File: src/rtl/pwm_timer_pkg.sv
package pwm_timer_pkg;

  // channel count fixed by the config word layout
  localparam int NCH     = 4;
  localparam int SCALE_W = 4;

  // register byte offsets
  localparam int OFS_CFG = 'h00;
  localparam int OFS_CNT = 'h08;
  localparam int OFS_SCL = 'h10;
  localparam int OFS_CMP = 'h20;
  localparam int CMP_STRIDE = 4;

  // config word bit positions
  localparam int B_STICKY  = 8;
  localparam int B_ZCMP    = 9;
  localparam int B_DGL     = 10;
  localparam int B_ALWAYS  = 12;
  localparam int B_ONESHOT = 13;
  localparam int B_CENTER  = 16;
  localparam int B_GANG    = 24;
  localparam int B_IP      = 28;

  typedef struct packed {
    logic [NCH-1:0]     ip;
    logic [NCH-1:0]     gang;
    logic [NCH-1:0]     center;
    logic               oneshot;
    logic               always_on;
    logic               deglitch;
    logic               zerocmp;
    logic               sticky;
    logic [SCALE_W-1:0] scale;
  } cfg_t;

  function automatic logic [31:0] cfg_pack(input cfg_t c);
    logic [31:0] w;
    w                      = '0;
    w[SCALE_W-1:0]         = c.scale;
    w[B_STICKY]            = c.sticky;
    w[B_ZCMP]              = c.zerocmp;
    w[B_DGL]               = c.deglitch;
    w[B_ALWAYS]            = c.always_on;
    w[B_ONESHOT]           = c.oneshot;
    w[B_CENTER +: NCH]     = c.center;
    w[B_GANG +: NCH]       = c.gang;
    w[B_IP +: NCH]         = c.ip;
    return w;
  endfunction

  function automatic cfg_t cfg_unpack(input logic [31:0] w);
    cfg_t c;
    c.scale     = w[SCALE_W-1:0];
    c.sticky    = w[B_STICKY];
    c.zerocmp   = w[B_ZCMP];
    c.deglitch  = w[B_DGL];
    c.always_on = w[B_ALWAYS];
    c.oneshot   = w[B_ONESHOT];
    c.center    = w[B_CENTER +: NCH];
    c.gang      = w[B_GANG +: NCH];
    c.ip        = w[B_IP +: NCH];
    return c;
  endfunction

endpackage

File: src/rtl/pwm_cfg_reg.sv
module pwm_cfg_reg
  import pwm_timer_pkg::*;
(
  input  logic           clk_i,
  input  logic           rst_i,
  input  logic           wr_i,
  input  logic [31:0]    wdata_i,
  input  logic           wrap_i,
  input  logic [NCH-1:0] hit_i,
  output cfg_t           cfg_o
);

  cfg_t cfg_q;
  cfg_t cfg_d;

  always_comb begin
    cfg_d = cfg_q;
    if (wr_i) begin
      // software write overrides every hardware update this cycle
      cfg_d = cfg_unpack(wdata_i);
    end else begin
      if (wrap_i) begin
        cfg_d.oneshot = 1'b0;
      end
      if (cfg_q.sticky) begin
        cfg_d.ip = cfg_q.ip | hit_i;
      end else begin
        cfg_d.ip = hit_i;
      end
    end
  end

  always_ff @(posedge clk_i) begin
    if (rst_i) begin
      cfg_q <= '0;
    end else begin
      cfg_q <= cfg_d;
    end
  end

  assign cfg_o = cfg_q;

endmodule

File: src/rtl/pwm_counter.sv
module pwm_counter
  import pwm_timer_pkg::*;
#(
  parameter int CMP_W = 16,
  parameter int CNT_W = CMP_W + 15
) (
  input  logic               clk_i,
  input  logic               rst_i,
  input  logic               always_i,
  input  logic               oneshot_i,
  input  logic               zerocmp_i,
  input  logic [SCALE_W-1:0] scale_i,
  input  logic [CMP_W-1:0]   cmp0_i,
  input  logic               load_i,
  input  logic [CNT_W-1:0]   load_val_i,
  output logic [CNT_W-1:0]   cnt_o,
  output logic [CMP_W-1:0]   scaled_o,
  output logic               run_o,
  output logic               wrap_o,
  output logic               zero_o
);

  logic [CNT_W-1:0] cnt_q;
  logic [CNT_W-1:0] cnt_d;
  logic [CNT_W-1:0] shifted;
  logic             top_match;
  logic             all_ones;

  always_comb begin
    shifted   = cnt_q >> scale_i;
    scaled_o  = shifted[CMP_W-1:0];
    top_match = zerocmp_i && (scaled_o == cmp0_i);
    all_ones  = &cnt_q;
    run_o     = always_i | oneshot_i;
    wrap_o    = run_o && (top_match || all_ones);
    zero_o    = (cnt_q == '0);
  end

  always_comb begin
    cnt_d = cnt_q;
    if (load_i) begin
      cnt_d = load_val_i;
    end else if (run_o) begin
      if (wrap_o) begin
        cnt_d = '0;
      end else begin
        cnt_d = cnt_q + CNT_W'(1);
      end
    end
  end

  always_ff @(posedge clk_i) begin
    if (rst_i) begin
      cnt_q <= '0;
    end else begin
      cnt_q <= cnt_d;
    end
  end

  assign cnt_o = cnt_q;

endmodule

File: src/rtl/pwm_channel.sv
module pwm_channel #(
  parameter int CMP_W = 16
) (
  input  logic             clk_i,
  input  logic             rst_i,
  input  logic             wr_i,
  input  logic [CMP_W-1:0] wdata_i,
  input  logic [CMP_W-1:0] scaled_i,
  input  logic             deglitch_i,
  input  logic             restart_i,
  output logic [CMP_W-1:0] cmp_o,
  output logic             hit_o,
  output logic             pwm_o
);

  logic [CMP_W-1:0] cmp_q;
  logic             pwm_q;
  logic             pwm_d;

  always_ff @(posedge clk_i) begin
    if (rst_i) begin
      cmp_q <= '0;
    end else if (wr_i) begin
      cmp_q <= wdata_i;
    end
  end

  always_comb begin
    hit_o = (scaled_i >= cmp_q);
    // deglitch keeps a set output until the raw counter passes zero
    pwm_d = hit_o | (deglitch_i & pwm_q & ~restart_i);
  end

  always_ff @(posedge clk_i) begin
    if (rst_i) begin
      pwm_q <= 1'b0;
    end else begin
      pwm_q <= pwm_d;
    end
  end

  assign cmp_o = cmp_q;
  assign pwm_o = pwm_q;

endmodule

File: src/rtl/pwm_scaled_timer.sv
module pwm_scaled_timer
  import pwm_timer_pkg::*;
#(
  parameter int CMP_W  = 16,
  parameter int ADDR_W = 8
) (
  input  logic              clk_i,
  input  logic              rst_i,
  input  logic [ADDR_W-1:0] bus_addr_i,
  input  logic              bus_wr_i,
  input  logic [31:0]       bus_wdata_i,
  output logic [31:0]       bus_rdata_o,
  output logic [NCH-1:0]    pwm_o,
  output logic [NCH-1:0]    irq_o
);

  localparam int CNT_W = CMP_W + 15;

  cfg_t             cfg_q;
  logic             cfg_wr;
  logic             cnt_load;
  logic [CNT_W-1:0] cnt_q;
  logic [CMP_W-1:0] scaled;
  logic             run;
  logic             wrap;
  logic             cnt_zero;
  logic [NCH-1:0]   hit;
  logic [NCH-1:0]   cmp_wr;
  logic [CMP_W-1:0] cmp_all [NCH];
  logic [31:0]      rd_d;
  logic [31:0]      rd_q;

  assign cfg_wr   = bus_wr_i && (bus_addr_i == ADDR_W'(OFS_CFG));
  assign cnt_load = bus_wr_i && (bus_addr_i == ADDR_W'(OFS_CNT));

  pwm_cfg_reg u_cfg (
    .clk_i   (clk_i),
    .rst_i   (rst_i),
    .wr_i    (cfg_wr),
    .wdata_i (bus_wdata_i),
    .wrap_i  (wrap),
    .hit_i   (hit),
    .cfg_o   (cfg_q)
  );

  pwm_counter #(
    .CMP_W (CMP_W),
    .CNT_W (CNT_W)
  ) u_cnt (
    .clk_i      (clk_i),
    .rst_i      (rst_i),
    .always_i   (cfg_q.always_on),
    .oneshot_i  (cfg_q.oneshot),
    .zerocmp_i  (cfg_q.zerocmp),
    .scale_i    (cfg_q.scale),
    .cmp0_i     (cmp_all[0]),
    .load_i     (cnt_load),
    .load_val_i (bus_wdata_i[CNT_W-1:0]),
    .cnt_o      (cnt_q),
    .scaled_o   (scaled),
    .run_o      (run),
    .wrap_o     (wrap),
    .zero_o     (cnt_zero)
  );

  for (genvar g = 0; g < NCH; g++) begin : g_ch
    assign cmp_wr[g] = bus_wr_i &&
                       (bus_addr_i == ADDR_W'(OFS_CMP + CMP_STRIDE * g));

    pwm_channel #(
      .CMP_W (CMP_W)
    ) u_ch (
      .clk_i      (clk_i),
      .rst_i      (rst_i),
      .wr_i       (cmp_wr[g]),
      .wdata_i    (bus_wdata_i[CMP_W-1:0]),
      .scaled_i   (scaled),
      .deglitch_i (cfg_q.deglitch),
      .restart_i  (cnt_zero),
      .cmp_o      (cmp_all[g]),
      .hit_o      (hit[g]),
      .pwm_o      (pwm_o[g])
    );
  end

  always_comb begin
    rd_d = '0;
    if (bus_addr_i == ADDR_W'(OFS_CFG)) begin
      rd_d = cfg_pack(cfg_q);
    end else if (bus_addr_i == ADDR_W'(OFS_CNT)) begin
      rd_d = 32'(cnt_q);
    end else if (bus_addr_i == ADDR_W'(OFS_SCL)) begin
      rd_d = 32'(scaled);
    end else begin
      for (int i = 0; i < NCH; i++) begin
        if (bus_addr_i == ADDR_W'(OFS_CMP + CMP_STRIDE * i)) begin
          rd_d = 32'(cmp_all[i]);
        end
      end
    end
  end

  always_ff @(posedge clk_i) begin
    if (rst_i) begin
      rd_q <= '0;
    end else begin
      rd_q <= rd_d;
    end
  end

  assign bus_rdata_o = rd_q;
  assign irq_o       = cfg_q.ip;

endmodule

File: config.mk
export PLATFORM = sky130hd
export DESIGN_NAME = pwm_scaled_timer
export DESIGN_NICKNAME = d
export VERILOG_FILES = /design/src/rtl/pwm_timer_pkg.sv /design/src/rtl/pwm_cfg_reg.sv /design/src/rtl/pwm_counter.sv /design/src/rtl/pwm_channel.sv /design/src/rtl/pwm_scaled_timer.sv
export SDC_FILE = /design/constraint.sdc
export NUM_CORES = 1
export LEC_CHECK = 0
export BUFFER_PORTS_ARGS = -buffer_cell sky130_fd_sc_hd__buf_2
export CAP_MARGIN = 20
export CELL_PAD_IN_SITES_DETAIL_PLACEMENT = 1
export CELL_PAD_IN_SITES_GLOBAL_PLACEMENT = 2
export CORE_MARGIN = 10
export CORE_UTILIZATION = 34
export DETAILED_ROUTE_END_ITERATION = 12
export GPL_TIMING_DRIVEN = 0
export HOLD_SLACK_MARGIN = 0.06
export PLACE_DENSITY_LB_ADDON = 0.1
export SLEW_MARGIN = 20
export SYNTH_ARGS = -nofsm -noshare
export SYNTH_HDL_FRONTEND = slang
export SYNTH_HIERARCHICAL = 1
export SYNTH_SLANG_ARGS = --single-unit
File: constraint.sdc
create_clock -name clk_i -period 3.1 [get_ports clk_i]
set_input_delay 0.62 -clock clk_i [delete_from_list [all_inputs] [get_ports clk_i]]
set_output_delay 0.62 -clock clk_i [all_outputs]
set_load 0.01 [all_outputs]
==> results of run 1 <==
[report_power, final]
part / internal (uW) / switching (uW)
logic: 139 / 284
registers: 1970 / 27.3
clock network: 1140 / 1020
total: 3240 / 1330
[routing by layer]
metal / wire length, um / global-route usage [%]
met2: 26700 / 44.9
met4: 1480 / 8.26
met3: 1850 / 3.22
met5: 0 / 0
met1: 22800 / 30.9
[registers in the layout (all words and copies together) (netlist names)]
register / cells
g_ch.u_ch/pwm_o: 4
u_cnt/cnt_o: 31
u_cfg/cfg_o: 21
bus_rdata_o: 32
g_ch.u_ch/cmp_o: 64
[tightest hold or removal path: stages]
cell and delay [ns]:
buf_2 0.10, nand2_1 0.05, o21ai_1 0.06
[through the flow]
stage / setup WS (ns) / utilization [%] / cells / total power [uW] / TNS [ns]
global route: -0.441 / 43.3 / 1935 / 4710 / -14.14
detailed placement: -1.75 / 37.7 / 1872 / 2440 / -54.06
global placement: -1.90 / 37.6 / 1868 / 2440 / -57.87
CTS: -0.321 / 42.7 / 1930 / 4610 / -8.77
floorplan: 0.000754 / - / 1347 / 2240 / 0
finish: -0.406 / 43.3 / 1935 / 4570 / -11.38
[path summary, 6_finish.rpt]
check,cells after the start,end,slack (ns),start
min,3,u_cnt/cnt_o[25],0.40,bus_wdata_i[25]
max,11,u_cnt/cnt_o[27],-0.41,u_cnt/cnt_o[17]
max reg2reg,11,u_cnt/cnt_o[27],-0.41,u_cnt/cnt_o[17]
min reg2reg,1,bus_rdata_o[25],0.47,u_cfg/cfg_o[14]
[cells in the final DEF (no fill, tap or decap), types with 9 or more instances in the layout]
cell type	n
nor4b_1	17
nor3_1	27
o21ai_0	17
ha_1	62
clkbuf_16	17
buf_2	102
buf_4	35
xor2_1	16
a21o_1	22
mux2i_1	112
clkbuf_2	12
inv_1	106
buf_12	11
o21ai_1	16
nand2_1	87
a21oi_1	59
a22o_1	21
mux4_2	24
and3_1	10
clkbuf_1	30
and2_1	13
dfxtp_1	144
mux2i_4	10
nor4_1	12
a21oi_2	9
nor2_1	132
nand3_1	35
buf_6	18
nand4_1	27
nor2b_1	20
[cells by family after synthesis]
kind of cell | count (synthesis) | synth area share [%]
xor+xnor | 27 | 2.16
fa+ha+maj | 66 | 7.30
flops | 152 | 26.9
compound gates | 277 | 18.2
simple gates | 448 | 20.6
buf+inv | 223 | 8.51
mux | 154 | 16.4
[cell type report]
cell class,instances,area share (%)
multi-input combinational,972,56.7
buffer,105,4.82
inverter,111,3.02
clock inverter,15,1.13
clock buffer,17,3.01
tap,442,3.91
sequential,152,21.6
timing repair buffer,121,5.85
[what timing repair did]
| item | in CTS | in global routing |
|---|---|---|
| setup endpoints to repair | 53 | 40 |
| buffers inserted | 30 | 7 |
| pin swaps | 54 | 13 |
| cloned | 2 | 0 |
| endpoints found under the hold margin | 0 | 0 |
| gates resized for setup | 190 | 29 |
==> run metrics, run 1 <==
outcome complete, but fails checks; failing checks negative setup slack; Syn Area/Cell 8.40 um^2; Routed Antenna Nets 0; Top delay family on crit path multiplexers; Slew Limit Fails 0; clock sinks 152; Die ar. 41000 um^2; critical path arrival 3.84 ns; IO Port Bufs 79; Max FO, Critical Path 10; Fmax 0.285 GHz; GRT Resource Usage Total 25.3%; row cnt 66; pwr/cell area 323 nW/um^2; Post-Route WL 52800 um; fraction of registers with async set or reset after synthesis 0%; Leak 0.00508 uW; hpwl dp 40300 um; layout cells sized above 1 25.1%; Placed Area 12300 um^2; crit share post-route 113%; Reg clk slew, reported paths 0.07 ns; most common cell in the netlist dfxtp_1; Final Net Count 1589; CP max-delay cell mux4_2; # DRC 0; synthesis-stage register bit count 152; Final Hold Violating Endpoints 0; worst-path cell chain clkbuf_2 -> mux4_2 -> mux2i_4 -> nor2_1 -> or4_4 -> a221oi_4 -> nand3_4 -> buf_8 -> buf_12 -> a32oi_1 -> o21ai_1; grt ovf 0; root buf cell clkbuf_16; area of the multi-input gates 8010 um^2; initial detailed-routing violation count 785; Mapped Nets 1456; RSZ-0062 raised after global routing true; first-pass GRT wire length 77900 um; Area growth syn-to-layout 25.0%; fin area 14100 um^2; Register Area 3060 um^2; routability congestion estimate 0.893; fin crit period 3.51 ns; Synth top cells by count dfxtp_1 (152), nor2_1 (138), mux2i_1 (126), inv_1 (111), nand2_1 (88); Worst EP required 3.44 ns; WHS 0.404 ns; CP Capture Type flop; Top FF cell, synth dfxtp_1; CTS tree done; cells after synthesis 1347; count of final setup violators 37; worst IR drop on VDD 0.434 mV; YS warnings 6; Setup crit start kind flop; Yosys top cell area share 26.9%; # diodes 0; critical path type flop to flop; Initial Util 34.6%; CTS buffer count 17; largest cells by area after synthesis dfxtp_1 (27%), mux2i_1 (11%), ha_1 (7.3%); height of the die 202 um; worst stage delay on the critical path 0.58 ns; hold buffer count at cts 0; vias 11200; Seq/Total Area, Yosys 26.9%; initial antenna violation count 0; clk_lat worst skew 0.46 ns; Tightest Pin Transition 0.809 ns; deepest clock path buffer count 2; Synth area leader dfxtp_1; Final Worst Setup Slack -0.406 ns; post-synth cell types 85; hold crit path type primary input to flop; crit path buf inv count 3; IO Count 83; Placeable Area 32700 um^2; Routed wire per std cell 27.3 um; Post-synth EDFFs 0; number of global-route vias before repair 11400; Filler Cell Count 3868; Clock Skew 0.0156 ns; Mapped Area 11300 um^2; first-pass iteration count of the detailed router 6; vias per std cell 5.80; number of max-cap violations 0; Slew HR 45.8%; pin count of the biggest net entering global routing 17; die width 202 um; H-tree Lvls 4
No activity file was read; power rests on OpenSTA's default activity.
==> run 2: changes to the inputs <==
Settings changed: CORE_ASPECT_RATIO from default to 1.25.
==> run 2 against run 1 <==
  * The flow still finishes with violations (negative setup slack)
  * Register-to-register slack worse by 0.03 ns
  * Non-clock buffer count is 6 higher
  * Sequential share of layout area shrank 0.13 points
  * Fmax decreased by 0.88%
  * Clock power up 6%
  * Clock skew increased by 0.0035 ns
  * Global-route usage up 0.082 points
  * Critical path type unchanged
  * Largest cell class unchanged
==> run metrics, run 2 (same netlist as run 1, synthesis figures left out) <==
H-tree Lvls 4 (unchanged); CP max-delay cell mux4_2; grt ovf 0 (unchanged); die width 183 um (-9.5%); row cnt 74 (+12%); Routed Antenna Nets 0 (unchanged); WHS 0.417 ns (+0.0131 ns); initial detailed-routing violation count 773 (-1.5%); GRT Resource Usage Total 25.4% (+0.082 points); clock sinks 152 (unchanged); worst stage delay on the critical path 0.59 ns (about the same); Leak 0.00514 uW (+1.2%); Clock Skew 0.0191 ns (+0.00347 ns); most common cell after layout, fill and taps aside dfxtp_1; hold crit path type primary input to flop; # diodes 0 (unchanged); worst-path cell chain buf_8 -> mux4_2 -> mux2i_4 -> xor2_1 -> nand3_1 -> or4_4 -> a221oi_4 -> nand3_4 -> buf_6 -> buf_12 -> a32oi_1 -> o21ai_1; IO Port Bufs 79 (unchanged); area of the multi-input gates 8030 um^2 (+0.22%); CP Capture Type flop; first-pass iteration count of the detailed router 7 (+1); Placeable Area 32800 um^2 (+0.23%); Worst Setup SP u_cfg/cfg_o[1]; root buf cell clkbuf_16; dpl ws -1.87 ns (-0.120 ns); number of global-route vias before repair 11600 (+1.1%); critical path arrival 3.87 ns (+0.03 ns); Tightest Pin Transition 1.27 ns (+0.460 ns); Reg clk slew, reported paths 0.08 ns (about the same); setup TNS -12.57 ns (-1.19 ns); Critical R2R Launch u_cfg/cfg_o[1]; IO Count 83 (unchanged); crit share post-route 114% (+1.0 points); Placed Instances 1846 (-1.4%); Slew HR 15.0% (-31 points); Placed Area 12300 um^2 (-0.37%); initial antenna violation count 0 (unchanged); Filler Cell Count 3889 (+0.54%); failing checks negative setup slack; Fmax 0.283 GHz (-0.88%); fin area 14200 um^2 (+0.55%); Final Hold Violating Endpoints 0 (unchanged); Largest register FFs 64 (unchanged); routability congestion estimate 0.942 (+5.4%); Initial Util 34.5% (-0.079 points); deepest clock path buffer count 2 (unchanged); clk_lat worst skew 0.46 ns (about the same); # DRC 0 (unchanged); height of the die 224 um (+11%); pin count of the biggest net entering global routing 18 (+1); RSZ-0062 raised after global routing true; most frequent cells in the layout dfxtp_1 (145), nor2_1 (130), mux2i_1 (110), inv_1 (106), buf_2 (103); Setup crit start kind flop; outcome complete, but fails checks; vias 11300 (+0.58%); Final Worst Setup Slack -0.437 ns (-0.0311 ns); CTS tree done; Final Net Count 1595 (+0.38%); min-delay src bus_wdata_i[17]; count of final setup violators 40 (+8.1%); vias per std cell 5.88 (+1.5%); Post-Route WL 53600 um (+1.5%); Routed wire per std cell 28.0 um (+2.4%); Register Area 3060 um^2 (about the same); hold buffer count at cts 0 (unchanged); critical path type flop to flop; worst IR drop on VDD 0.339 mV (-22%); first-pass GRT wire length 77300 um (-0.73%); fin crit period 3.54 ns (+0.0311 ns); Area growth syn-to-layout 25.7%; Max FO, Critical Path 10 (unchanged); Worst EP required 3.43 ns (about the same); layout cells sized above 1 26.0% (+0.90 points); Slew Limit Fails 0 (unchanged); hpwl dp 41000 um (+1.8%); CTS buffer count 17 (unchanged); number of max-cap violations 0 (unchanged); pwr/cell area 330 nW/um^2 (+2.1%); Die ar. 41000 um^2 (+0.11%); Post-Layout Cell Count 1917 (-0.93%)
## run 2: changes by cell type in the layout (fill, tap and decap cells not counted), sizes merged
cell,change
buf,+6
bufinv,+1
clkinv,-3
inv,+2
## run 2: where the power goes
| group | internal, uW | switching [uW] |
|---|---|---|
| logic | 140 | 280 |
| clock network | 1240 | 1040 |
| registers | 1970 | 29.3 |
| total | 3350 | 1350 |
## run 2: area by class of cell
cell class	instances	share of cell area [%]
Clock inverter	15	1.43
Inverter	111	2.98
Multi-Input combinational cell	972	56.5
Sequential cell	152	21.5
Clock buffer	17	2.99
Buffer	104	4.80
Timing Repair Buffer	128	6.16
Tap cell	418	3.68
## run 2: path summary, 6_finish.rpt
check,end,slack [ns],cells past startpoint
max,u_cnt/cnt_o[27],-0.44,12
min,u_cfg/cfg_o[10],0.42,3
max reg2reg,u_cnt/cnt_o[27],-0.44,12
min reg2reg,bus_rdata_o[28],0.48,1
## run 2: routing by layer
layer	GRT usage, %	wire (um)
met1	28.9	21400
met2	45.1	27400
met3	3.58	2120
met4	12.9	2700
met5	0	0
## run 2: metrics by stage
step | total power (uW) | utilization [%]
floorplan | 2240 | -
global placement | 2430 | 37.4
detailed placement | 2440 | 37.5
CTS | 4730 | 42.3
global route | 4860 | 43.4
finish | 4690 | 43.4
## run 2: what timing repair did
item                                    CTS  global route
gates cloned                              1             0
gates resized for setup                 177            53
buffers inserted                         33            14
pin swaps                                50            19
endpoints found under the setup margin   55            40
## run 2: worst max-delay path: cells and delay by family (launching register included)
family | cells | cell delay, ns
AO/OA/AOI/OAI | 3 | 0.69
flip-flops | 1 | 0.43
multiplexers | 2 | 0.84
XOR/XNOR | 1 | 0.16
AND/OR/NAND/NOR | 3 | 0.79
buffers and inverters | 3 | 0.49
==> run 3: changes to the inputs <==
Settings changed: TNS_END_PERCENT from default to 5.
==> run 3 against run 2 <==
  * The flow still finishes with violations (negative setup slack)
  * Wire length decreased by 1.5%
  * Clock skew decreased by 0.0032 ns
  * Final cell count decreased by 0.68%
  * First-iteration DRC count decreased by 19%
  * Combinational power decreased by 1%
  * Global-route usage about the same
  * Flip-flop and latch count unchanged
  * Utilization decreased by 0.57 points
  * Sequential share of layout area increased by 0.33 points
  * Worst hold slack improved by 0.0081 ns
  * Worst setup slack improved by 0.057 ns
  * Critical endpoint unchanged
  * Highest routed layer unchanged
==> run metrics, run 3 (same netlist as run 1, synthesis figures left out) <==
CTS buffer count 17 (unchanged); hold path cells 3 (unchanged); Initial Util 34.5% (unchanged); clk_lat worst skew 0.45 ns (about the same); layout cells sized above 1 24.6% (-1.4 points); number of max-cap violations 0 (unchanged); Filler Cell Count 3902 (+0.33%); Slew HR 46.9% (+32 points); initial antenna violation count 0 (unchanged); hold crit path type primary input to flop; critical path type flop to flop; Setup crit start kind flop; H-tree Lvls 4 (unchanged); Routed Antenna Nets 0 (unchanged); worst IR drop on VDD 0.300 mV (-12%); R2R Setup Slk -0.38 ns (+0.06 ns); P_int 3300 uW (-1.4%); Max FO, Critical Path 10 (unchanged); clock sinks 152 (unchanged); Tightest Pin Transition 0.793 ns (-0.476 ns); Placeable Area 32800 um^2 (unchanged); height of the die 224 um (unchanged); Final Hold Violating Endpoints 0 (unchanged); number of global-route vias before repair 11700 (+1.4%); reg-to-reg endpoint u_cnt/cnt_o[27]; hpwl dp 40600 um (-0.94%); pwr/cell area 328 nW/um^2 (-0.54%); row cnt 74 (unchanged); IO Count 83 (unchanged); Top delay family on crit path multiplexers; CP max-delay cell mux4_2; Placed Area 12300 um^2 (-0.14%); Post-Layout Cell Count 1904 (-0.68%); Worst Setup SP u_cfg/cfg_o[1]; Comb power frac 9.0% (about the same); # DRC 0 (unchanged); Reg clk slew, reported paths 0.07 ns (about the same); RSZ-0062 raised after global routing true; WHS 0.425 ns (+0.00808 ns); end of the worst hold path u_cfg/cfg_o[12]; dpl ws -1.91 ns (-0.0469 ns); GRT Resource Usage Total 25.4% (+0.036 points); count of final setup violators 40 (unchanged); fin area 14000 um^2 (-1.3%); Largest register FFs 64 (unchanged); Post-Route WL 52800 um (-1.5%); die width 183 um (unchanged); Area growth syn-to-layout 24.0%; worst stage delay on the critical path 0.51 ns (-0.08 ns); Worst EP required 3.43 ns (about the same); Slew Limit Fails 0 (unchanged); crit path buf inv count 4 (+1); deepest clock path buffer count 2 (unchanged); worst-path cell chain buf_12 -> bufbuf_16 -> mux4_2 -> mux2_2 -> mux2i_4 -> xor2_2 -> nand3_1 -> nor3_4 -> nand3_4 -> buf_6 -> buf_12 -> a32oi_1 -> o21ai_1; failing checks negative setup slack; IO Port Bufs 79 (unchanged); root buf cell clkbuf_16; most frequent CP cell buf_12; Fmax 0.287 GHz (+1.6%); routability congestion estimate 0.941 (-0.12%); most frequent cells in the layout dfxtp_1 (142), nor2_1 (132), mux2i_1 (111), inv_1 (110), buf_2 (103); Die ar. 41000 um^2 (unchanged); Placed Instances 1844 (-0.11%); initial detailed-routing violation count 625 (-19%); CP Capture Type flop; critical path arrival 3.81 ns (-0.06 ns); Routed wire per std cell 27.7 um (-0.79%); first-pass GRT wire length 77600 um (+0.37%); CTS tree done; sequential share of power 43.4% (+0.8 points); min-delay src bus_wdata_i[19]; Final Worst Setup Slack -0.380 ns (+0.0570 ns); # diodes 0 (unchanged); Final Net Count 1582 (-0.82%); crit share post-route 112% (-1.8 points); Final Power 4610 uW (-1.8%); Clock Skew 0.0158 ns (-0.00323 ns); Critical R2R Launch u_cfg/cfg_o[1]; Psw 1310 uW (-2.9%); first-pass iteration count of the detailed router 6 (-1); Clk pwr share 47.6% (-0.9 points); most common cell after layout, fill and taps aside dfxtp_1; vias per std cell 5.87 (-0.23%); worst r2r path cells 13 (+1); outcome complete, but fails checks; Leak 0.00506 uW (-1.4%); grt ovf 0 (unchanged); Switching Share 28.4% (-0.31 points); vias 11200 (-0.90%); pin count of the biggest net entering global routing 17 (-1); fin crit period 3.48 ns (-0.0570 ns)
## run 3: changes by cell type in the layout (fill, tap and decap cells not counted), sizes merged
cell	delta
clkinvlp	-1
buf	-12
bufbuf	+1
clkinv	+1
bufinv	-1
inv	-1
## run 3: layer usage
layer  global-route usage [%]  vias up  wire [um]
met5                        0        -          0
met4                     12.5        0       2660
met3                     3.95      104       2360
met2                     45.0      339      26700
met1                     29.1     5588      21100
li1                         -     5147          -
## run 3: power groups by stage
stage               Combinational, uW  Sequential, uW  Clock (uW)
finish                            416            2000        2190
global placement                  389            2040           0
global route                      442            2000        2320
detailed placement                391            2050           0
floorplan                         204            2030           0
CTS                               411            2000        2240
## run 3: worst max-delay path by stage
stage                            to  slack [ns]  cells after the start
global placement    u_cfg/cfg_o[18]       -1.95                     13
global route        u_cfg/cfg_o[20]       -0.49                     16
CTS                  u_cfg/cfg_o[8]       -0.33                     14
finish              u_cnt/cnt_o[27]       -0.38                     13
detailed placement  u_cfg/cfg_o[18]       -1.91                     12
floorplan           u_cfg/cfg_o[18]      -0.004                     13
## run 3: timing repair
action	CTS	global route
gates cloned	2	0
setup endpoints to repair	54	41
hold buffers	0	0
pin swaps	47	16
resized for setup	172	36
buffers inserted	32	1
## run 3: layout make-up
type                            instances  area [um^2]  area share (%)
Buffer                                105          686            4.88
Multi-Input combinational cell        972         7970            56.8
Sequential cell                       152         3060            21.8
Clock inverter                         13          156            1.11
Inverter                              111          419            2.99
Tap cell                              418          523            3.73
Clock buffer                           19          453            3.23
Timing Repair Buffer                  114          767            5.46
## run 3: through the flow
stage	utilization (%)	TNS (ns)
after floorplan	-	-0.0108
after detailed placement	37.4	-61.18
after global routing	42.8	-14.69
final	42.8	-11.26
after global placement	37.4	-62.46
after CTS	42.4	-9.85
## run 3: worst min-delay path, delay by kind of cell
family	cells	cell delay, ns
buffers and inverters	1	0.09
AND/OR/NAND/NOR	1	0.07
multiplexers	1	0.06
